`config.mk`:
```
export PLATFORM = sky130hd
export DESIGN_NAME = tlb_xlate
export DESIGN_NICKNAME = d
export VERILOG_FILES = /design/src/rtl/tlb_pkg.sv /design/src/rtl/tlb_cam.sv /design/src/rtl/tlb_victim.sv /design/src/rtl/tlb_xlate.sv
export SDC_FILE = /design/constraint.sdc
export NUM_CORES = 1
export LEC_CHECK = 0
export ABC_AREA = 1
export BUFFER_PORTS_ARGS = -buffer_cell sky130_fd_sc_hd__buf_4
export CAP_MARGIN = 20
export CORE_MARGIN = 4
export CORE_UTILIZATION = 62
export CTS_CLUSTER_SIZE = 24
export DETAILED_ROUTE_END_ITERATION = 8
export PLACE_DENSITY = 0.87
export SETUP_SLACK_MARGIN = 0.4
export SKIP_LAST_GASP = 1
export SLEW_MARGIN = 20
export SYNTH_ARGS = -nofsm -noshare
export SYNTH_HDL_FRONTEND = slang
export SYNTH_HIERARCHICAL = 1
export SYNTH_SLANG_ARGS = --single-unit
```
`constraint.sdc`:
```
create_clock -name clk -period 9.9 [get_ports clk]
set_input_delay 1.485 -clock clk [delete_from_list [all_inputs] [get_ports clk]]
set_output_delay 1.485 -clock clk [all_outputs]
set_load 0.05 [all_outputs]
```
`src/rtl/tlb_pkg.sv`:
```
package tlb_pkg;
  localparam int VA_W  = 32;
  localparam int OFF_W = 12;
  localparam int VPN_W = VA_W - OFF_W;
endpackage

```
`src/rtl/tlb_cam.sv`:
```
module tlb_cam #(
  parameter int ENTRIES = 4,
  parameter int PPN_W   = 12,
  parameter int IDX_W   = 2,
  parameter int VPN_W   = 20
) (
  input  logic               clk,
  input  logic               rst_n,
  input  logic               flush,
  input  logic               wr_en,
  input  logic [IDX_W-1:0]   wr_idx,
  input  logic [VPN_W-1:0]   wr_vpn,
  input  logic [PPN_W-1:0]   wr_ppn,
  input  logic [VPN_W-1:0]   lk_vpn,
  output logic               lk_hit,
  output logic [PPN_W-1:0]   lk_ppn,
  output logic [ENTRIES-1:0] valid_vec
);
  logic [ENTRIES-1:0] match;
  logic [PPN_W-1:0]   ppn_q [ENTRIES];
  logic [VPN_W-1:0]   vpn_q [ENTRIES];

  for (genvar g = 0; g < ENTRIES; g++) begin : g_ent
    always_ff @(posedge clk) begin
      if (!rst_n || flush) begin
        valid_vec[g] <= 1'b0;
      end else if (wr_en && wr_idx == IDX_W'(g)) begin
        valid_vec[g] <= 1'b1;
      end
    end
    always_ff @(posedge clk) begin
      if (wr_en && wr_idx == IDX_W'(g)) begin
        vpn_q[g] <= wr_vpn;
        ppn_q[g] <= wr_ppn;
      end
    end
    assign match[g] = valid_vec[g] && (vpn_q[g] == lk_vpn);
  end

  always_comb begin
    lk_ppn = '0;
    for (int i = 0; i < ENTRIES; i++) begin
      if (match[i]) lk_ppn = lk_ppn | ppn_q[i];
    end
  end
  assign lk_hit = |match;
endmodule

```
`src/rtl/tlb_victim.sv`:
```
module tlb_victim #(
  parameter int ENTRIES = 4,
  parameter int IDX_W   = 2
) (
  input  logic               clk,
  input  logic               rst_n,
  input  logic [ENTRIES-1:0] valid_vec,
  input  logic               adv,
  output logic [IDX_W-1:0]   victim_idx
);
  logic [IDX_W-1:0] rr_q;
  logic [IDX_W-1:0] free_idx;
  logic             free_found;

  always_comb begin
    free_idx   = '0;
    free_found = 1'b0;
    for (int i = 0; i < ENTRIES; i++) begin
      if (!free_found && !valid_vec[i]) begin
        free_idx   = IDX_W'(i);
        free_found = 1'b1;
      end
    end
  end

  assign victim_idx = free_found ? free_idx : rr_q;

  always_ff @(posedge clk) begin
    if (!rst_n) begin
      rr_q <= '0;
    end else if (adv && !free_found) begin
      rr_q <= (rr_q == IDX_W'(ENTRIES - 1)) ? '0 : rr_q + 1'b1;
    end
  end
endmodule

```
`src/rtl/tlb_xlate.sv`:
```
module tlb_xlate
  import tlb_pkg::*;
#(
  parameter int ENTRIES   = 4,
  parameter longint MEM_BYTES = 64'd16777216,
  parameter int PPN_W     = $clog2(MEM_BYTES / 4096),
  parameter int PA_W      = PPN_W + 12
) (
  input  logic             clk,
  input  logic             rst_n,
  input  logic             flush,
  input  logic             req_valid,
  output logic             req_ready,
  input  logic [31:0]      req_vaddr,
  output logic             rsp_valid,
  output logic             rsp_fault,
  output logic [PA_W-1:0]  rsp_paddr,
  output logic             walk_req,
  output logic [19:0]      walk_vpn,
  input  logic             fill_valid,
  input  logic             fill_absent,
  input  logic [PPN_W-1:0] fill_ppn
);
  localparam int IDX_W = (ENTRIES > 1) ? $clog2(ENTRIES) : 1;

  logic               busy_q;
  logic [VPN_W-1:0]   vpn_q;
  logic [OFF_W-1:0]   off_q;
  logic               take, fill_beat, wr_en, lk_hit;
  logic [PPN_W-1:0]   lk_ppn;
  logic [ENTRIES-1:0] valid_vec;
  logic [IDX_W-1:0]   victim_idx;

  assign take      = req_valid && !busy_q;
  assign fill_beat = busy_q && fill_valid;
  assign wr_en     = fill_beat && !fill_absent && !flush;

  tlb_cam #(.ENTRIES(ENTRIES), .PPN_W(PPN_W), .IDX_W(IDX_W), .VPN_W(VPN_W)) u_cam (
    .clk(clk), .rst_n(rst_n), .flush(flush),
    .wr_en(wr_en), .wr_idx(victim_idx), .wr_vpn(vpn_q), .wr_ppn(fill_ppn),
    .lk_vpn(req_vaddr[VA_W-1:OFF_W]), .lk_hit(lk_hit), .lk_ppn(lk_ppn),
    .valid_vec(valid_vec)
  );

  tlb_victim #(.ENTRIES(ENTRIES), .IDX_W(IDX_W)) u_victim (
    .clk(clk), .rst_n(rst_n), .valid_vec(valid_vec), .adv(wr_en),
    .victim_idx(victim_idx)
  );

  always_ff @(posedge clk) begin
    if (!rst_n) begin
      busy_q <= 1'b0;
    end else if (take && !lk_hit) begin
      busy_q <= 1'b1;
    end else if (fill_beat) begin
      busy_q <= 1'b0;
    end
  end

  always_ff @(posedge clk) begin
    if (take) begin
      vpn_q <= req_vaddr[VA_W-1:OFF_W];
      off_q <= req_vaddr[OFF_W-1:0];
    end
  end

  assign req_ready = !busy_q;
  assign walk_req  = busy_q;
  assign walk_vpn  = vpn_q;
  assign rsp_valid = (take && lk_hit) || fill_beat;
  assign rsp_fault = fill_beat && fill_absent;
  assign rsp_paddr = busy_q ? {fill_ppn, off_q} : {lk_ppn, req_vaddr[OFF_W-1:0]};
endmodule

```
* Word level (Yosys, flattened, before mapping)
Memories as Yosys holds them, arrays and structs flattened.
Cells that the tools add are included.
Widths: inputs -> output; s select.
** Word-level totals
- Logic and storage cells :: 105
- Register bits after elaboration :: 39
- Input bits :: 50
- RAM bits :: 128
- Bits in read-only memories :: 0
- Memories kept :: 2
- Output and inout port bits :: 48
- Bits in latches :: 0
** Operators by class
- Equal/unequal tests :: 8
- Add/subtract/negate cells :: 1
- Bitwise operators :: 3
- Reductions and logical operators :: 41
- Multiply operators :: 0
- Magnitude comparators :: 0
- Multiplexer cells :: 42
- Divide/modulo/power cells :: 0
- Shift operators :: 0
** Memory list
- u_cam.vpn_q :: words 4, width 20, read ports 4, clocked after Yosys merged registers in 0, wr ports 1, RTL line tlb_cam.sv:21 : logic [VPN_W-1:0] vpn_q [ENTRIES];
- u_cam.ppn_q :: words 4, width 12, read ports 4, clocked after Yosys merged registers in 0, wr ports 1, RTL line tlb_cam.sv:20 : logic [PPN_W-1:0] ppn_q [ENTRIES];
** Operators by type and width (number)
- $mux 12 :: 7
- $eq 20x20->1 :: 4
- $mux 20 :: 3
- $reduce_or 20->1 :: 3
- $or 12x12->12 :: 3
- $reduce_or 12->1 :: 3
- $mux 24 :: 1
- $mux 1 :: 21
- $mux 2 :: 10
- $logic_and 1x1->1 :: 19
- $logic_not 1->1 :: 11
- $eq 2x2->1 const B :: 3
- $reduce_or 4->1 :: 1
- $add 2x1->2 const B :: 1
- $eq 2x1->1 const B :: 1
- $logic_not 2->1 :: 1
- $logic_or 1x1->1 :: 2
- $reduce_bool 2->1 :: 1

* Logic depth before layout (Yosys ltp)
- Depth after elaboration :: 18
- Mapped depth :: 14
- Mapped depth without buffers :: 12

* Cells and area by module
The synthesis kept the hierarchy.
** By module, submodules not included
- tlb_cam :: area each 6002.0 sq um, instances 1, cells each 632, sequential area each 3923.8 sq um
- tlb_xlate :: area each 1356.3 sq um, instances 1, cells each 122, sequential area each 980.9 sq um
- tlb_victim :: area each 153.9 sq um, instances 1, cells each 25, sequential area each 40.0 sq um

* Worst setup path after synthesis
No wires, ideal clock.
- Path kind :: input port to flip-flop
- From :: input fill_valid
- To :: memory u_cam.ppn_q[3][0], enable pin
- Buffers on the path :: 0
- Setup slack :: 5.166 ns
- Arrival :: 4.270 ns
- Required time :: 9.436 ns
- Stages on the path :: 4
- Setup time :: 0.464 ns
- Cell sequence :: nand2_2 nor3_1 inv_1 nor3_1
** On the way
- Cells in the longest elaborated chain, start to end :: 10
- Elaborated cells between the ends (all ways) :: 24
- Classes of those cells :: mux: 14; reduce/logical: 10
** RTL lines
- start, declared :: RTL line tlb_xlate.sv:20 : input logic fill_valid,
- $logic_and 1x1->1 * :: RTL line tlb_xlate.sv:35 : assign fill_beat = busy_q && fill_valid;
- $logic_and 1x1->1 * (2 in a row) :: RTL line tlb_xlate.sv:36 : assign wr_en = fill_beat && !fill_absent && !flush;
- named net wr_en :: RTL line tlb_xlate.sv:29 : logic take, fill_beat, wr_en, lk_hit;
- $logic_and 1x1->1 :: RTL line tlb_cam.sv:32 : if (wr_en && wr_idx == IDX_W'(g)) begin
- $mux 1 :: RTL line tlb_cam.sv:32
- $mux 1 (implied by the code) :: RTL line tlb_cam.sv:34 : ppn_q[g] <= wr_ppn;
- $reduce_or 12->1 (no source line)
- $mux 2 (no source line) / $mux 1 (equally long branches) (3 in a row)
- end, declared :: RTL line tlb_cam.sv:20
Mark *: on every way through the listed nets, which the timed path passes. The rest lies on a longest branch.

* Worst setup path after layout
- From :: input req_vaddr[31]
- To :: output rsp_valid
** On the way
- Cells in the longest elaborated chain, start to end :: 5
- Elaborated cells between the ends (all ways) :: 11
- Classes of those cells :: eq/ne: 4; reduce/logical: 7
** RTL lines
- start, declared :: RTL line tlb_xlate.sv:14 : input logic [31:0] req_vaddr,
- $eq 20x20->1 :: RTL line tlb_cam.sv:37 : assign match[g] = valid_vec[g] && (vpn_q[g] == lk_vpn);
- $logic_and 1x1->1 :: RTL line tlb_cam.sv:37
- $reduce_or 4->1 * :: RTL line tlb_cam.sv:46 : assign lk_hit = |match;
- named net lk_hit :: RTL line tlb_xlate.sv:29
- $logic_and 1x1->1 * :: RTL line tlb_xlate.sv:70 : assign rsp_valid = (take && lk_hit) || fill_beat;
- $logic_or 1x1->1 * :: RTL line tlb_xlate.sv:70
- end, declared :: RTL line tlb_xlate.sv:15 : output logic rsp_valid,
Marked as above.

==> metrics.md <==
| Metric | Value |
|---|---|
| Status | `complete, no violations` |
| Total gr overflow | `0` |
| GRT Util Overall | `about a quarter` |
| Avg WL per Cell | `16.4 um` |
| Post-DP HPWL | `11.6 mm` |
| Port Buf Inserts | `97` |
| Cell taking the most area after synthesis | `edfxtp_1` |
| Pin count of the biggest net entering global routing | `33` |
| Starting Density | `64.7%` |
| CTS Buf Count | `17` |
| Pint | `1.22 mW` |
| Req. time, crit path | `8.42 ns` |
| Clock Skews | `about 0.0085 ns` |
| Root Driver | `clkbuf_16` |
| Crit-path cells | `buf_4, inv_2, o21ai_0, nor2_1, nand2_1, nor2_4, nand3_2, nand4_1, inv_1, o21ai_1, buf_4` |
| Synth cell types | `26` |
| Cts hold-fix bufs | `0` |
| Worst setup SP type | `input port` |
| Synth area leaders | `edfxtp_1, nand2_1, inv_1, nor2_1, dfxtp_1` |
| CP top delay family | `simple AND/OR/NAND/NOR gates` |
| Max-Cap Viols | `0` |
| Hold Path Cell Cnt | `2` |
| Crit share post-route | `47.9%` |
| Register clock-pin slew on the reported worst setup and hold paths | `0.06 ns` |
| Setup TNS | `0 ns` |
| Hold Path End | `u_victim/rr_q[1]` |
| Final min period | `approximately 4.7 ns` |
| R2R Path Start | `walk_req` |
| Fmax | `211 MHz` |
| Final net count | `944` |
| R2R depth | `5` |
| Share of cells above drive strength 1 | `20.0%` |
| DRT iter0 DRCs | `634` |
| Cells after Synth | `779` |
| Crit path kind | `in -> out` |
| Combinational share of power | `8.8%` |
| Post-route cell area | `approximately 9000 sq um` |
| Clk Latency, worst-skew pair | `between 0.4 and 0.5 ns` |
| Critical path endpoint category | `output pin` |
| Most common cell after layout, fill and taps aside | `nand2_1` |
| Initial antenna violation count | `0` |
| Final hold vios | `0` |
| Relative slew slack | `41.7%` |
| Core area | `11600 sq um` |
| Post-CTS Setup Inserts | `0` |
| Post-Synthesis Net Count | `830` |
| Clk buf depth | `2` |
| Critical path's most frequent cell | `buf_4` |
| DIE AREA | `13900 sq um` |
| CTS resizes | `0` |
| Sequential fraction of design power | `50.0%` |
| Post-route ant nets | `0` |
| CTS H-tree lvls | `4` |
| Switching share of power | `23.4%` |
| Placed inst area | `8400 sq um` |
| RSZ-0062 raised after global routing | `no` |
| Mean Syn Cell Area | `9.64 sq um` |
| Leak | `4.10 nW` |
| Die width | `118 um` |
| Max incr delay on CP | `0.33 ns` |
| Area growth syn-to-layout | `19.6%` |
| Via count | `around 5600` |
| Row count | `39` |
| Vias in the first global route | `5522` |
| Reg2reg end | `u_cam/vpn_q[3][0]` |
| Clock power frac | `41.2%` |
| Crit-path max FO | `13` |
| Diodes inserted | `0` |
| Top cell type's share of synthesized area | `64.0%` |
| IO Pins | `between 90 and 100` |
| Remaining routing DRC violations | `0` |
| Fillers | `764` |
| Commonest cells after routing, fill and taps aside | `nand2_1, edfxtp_1, inv_1` |
| Via/cell ratio | `5.29` |
| Detailed Route WL | `17.2 mm` |
| Critical Path AT | `3.26 ns` |
| Die H | `118 um` |
| Reg2Reg Setup Slack | `6.79 ns` |
| Clock sink total | `167` |
| Cell area after synthesis | `between 7000 and 8000 sq um` |
| Worst Hold Class | `reg -> reg` |
| Number of synthesized register bits | `approximately 170` |
| Worst-Margin Slew | `between 0.8 and 0.9 ns` |
| Worst vdd ir | `0.000213 V` |
| Net Sw Power | `between 0.3 and 0.4 mW` |
| Critical-path top delay cell | `nand3_2` |
| Pwr per Cell Area | `approximately 180 nW/um^2` |
| Hold path start | `u_victim/rr_q[1]` |
| Synth warn | `6` |
| Placer Congestion | `0.898` |
| CTS tree | `done` |
| First-pass GRT wire length | `27.5 mm` |
| DR pass1 iterations | `7` |
| Max-slew violations | `0` |
| Seq/Total Area, Yosys | `65.8%` |
| CP bufs+invs | `4` |
| Final setup violation count | `0` |
-- how the worst max path moves through the flow --
stage | start | endpoint | slack, ns | cells after the start
6_report | req_vaddr[31] | rsp_valid | 5.16 | 11
5_1_grt | req_vaddr[12] | rsp_paddr[17] | 5.03 | 14
4_1_cts | req_vaddr[31] | rsp_valid | 5.17 | 11
3_5_place_dp | req_vaddr[14] | rsp_valid | 5.24 | 12
3_3_place_gp | req_vaddr[21] | rsp_valid | 5.27 | 12
2_1_floorplan | fill_valid | u_cam/ppn_q[3][0] | 5.17 | 4
-- state kept, by name, indices dropped and copies added (netlist names) --
register and count:
u_cam/vpn_q 80, u_cam/ppn_q 48, walk_vpn 20, off_q 12, u_cam/valid_vec 4, u_victim/rr_q 2
walk_req 1
-- cells by family (layout without fill, tap and decap cells) --
kind of cell	after synthesis	count (layout)	synth area share [%]
flip-flops	167	167	65.8
AO/OA/AOI/OAI	23	23	1.73
AND/OR/NAND/NOR	433	433	23.0
buffers and inverters	145	272	8.13
XOR/XNOR	10	10	1.17
adder cells (fa/ha/maj)	1	1	0.167
-- layer usage --
| layer | wire length (um) | global-route usage [%] | vias to the layer above |
|---|---|---|---|
| met5 | 0 | 0 | - |
| met1 | 6780 | 32.3 | 2575 |
| met2 | 8360 | 40.5 | 272 |
| met3 | 1600 | 8.75 | 50 |
| met4 | 461 | 10.5 | 0 |
| li1 | - | - | 2654 |
-- worst reg2reg max path, delay by kind of cell, from the launching register on --
kind | cells | cell delay [ns]
buffers and inverters | 2 | 0.73
AND/OR/NAND/NOR | 3 | 1.33
flip-flops | 1 | 0.70
-- Yosys cell counts, drive strengths merged --
| cell type | instances |
|---|---|
| dfxtp | 7 |
| nand3 | 10 |
| nand4 | 1 |
| xnor2 | 8 |
| buf | 10 |
| a21oi | 3 |
| nor2 | 128 |
| nand2 | 287 |
| ha | 1 |
| nor3 | 5 |
| o211ai | 4 |
| edfxtp | 160 |
| o21ba | 1 |
| inv | 135 |
| or2 | 2 |
| xor2 | 2 |
| o21ai | 15 |
-- cell type report --
type,instances,area (sq um),area share (%)
sequential,167,4950,55.0
multi-input combinational,467,1980,22.0
timing repair buffer,105,788,8.77
inverter,135,512,5.69
clock buffer,17,425,4.73
tap,143,179,1.99
clock inverter,15,159,1.77
-- power groups by stage --
| stage | combinational [mW] | sequential [mW] | clock (mW) |
|---|---|---|---|
| finish | 0.141 | 0.798 | 0.657 |
| CTS | 0.141 | 0.798 | 0.665 |
| floorplan | 0.0686 | 0.826 | 0 |
| global placement | 0.138 | 0.812 | 0 |
| detailed placement | 0.140 | 0.813 | 0 |
| global route | 0.150 | 0.799 | 0.700 |
-- metrics by stage --
step           instances  hold WS, ns  util (%)  power, mW  setup slack (ns)
6_report            1049        0.531      77.4       1.60              5.16
5_1_grt             1049        0.559      77.4       1.65              5.03
4_1_cts             1049        0.531      77.4       1.60              5.17
3_5_place_dp        1017        0.522      72.3      0.953              5.24
3_3_place_gp        1017        0.502      72.3      0.950              5.27
2_1_floorplan        779        0.478         -      0.894              5.17
Power figures use the tool's default switching activity.
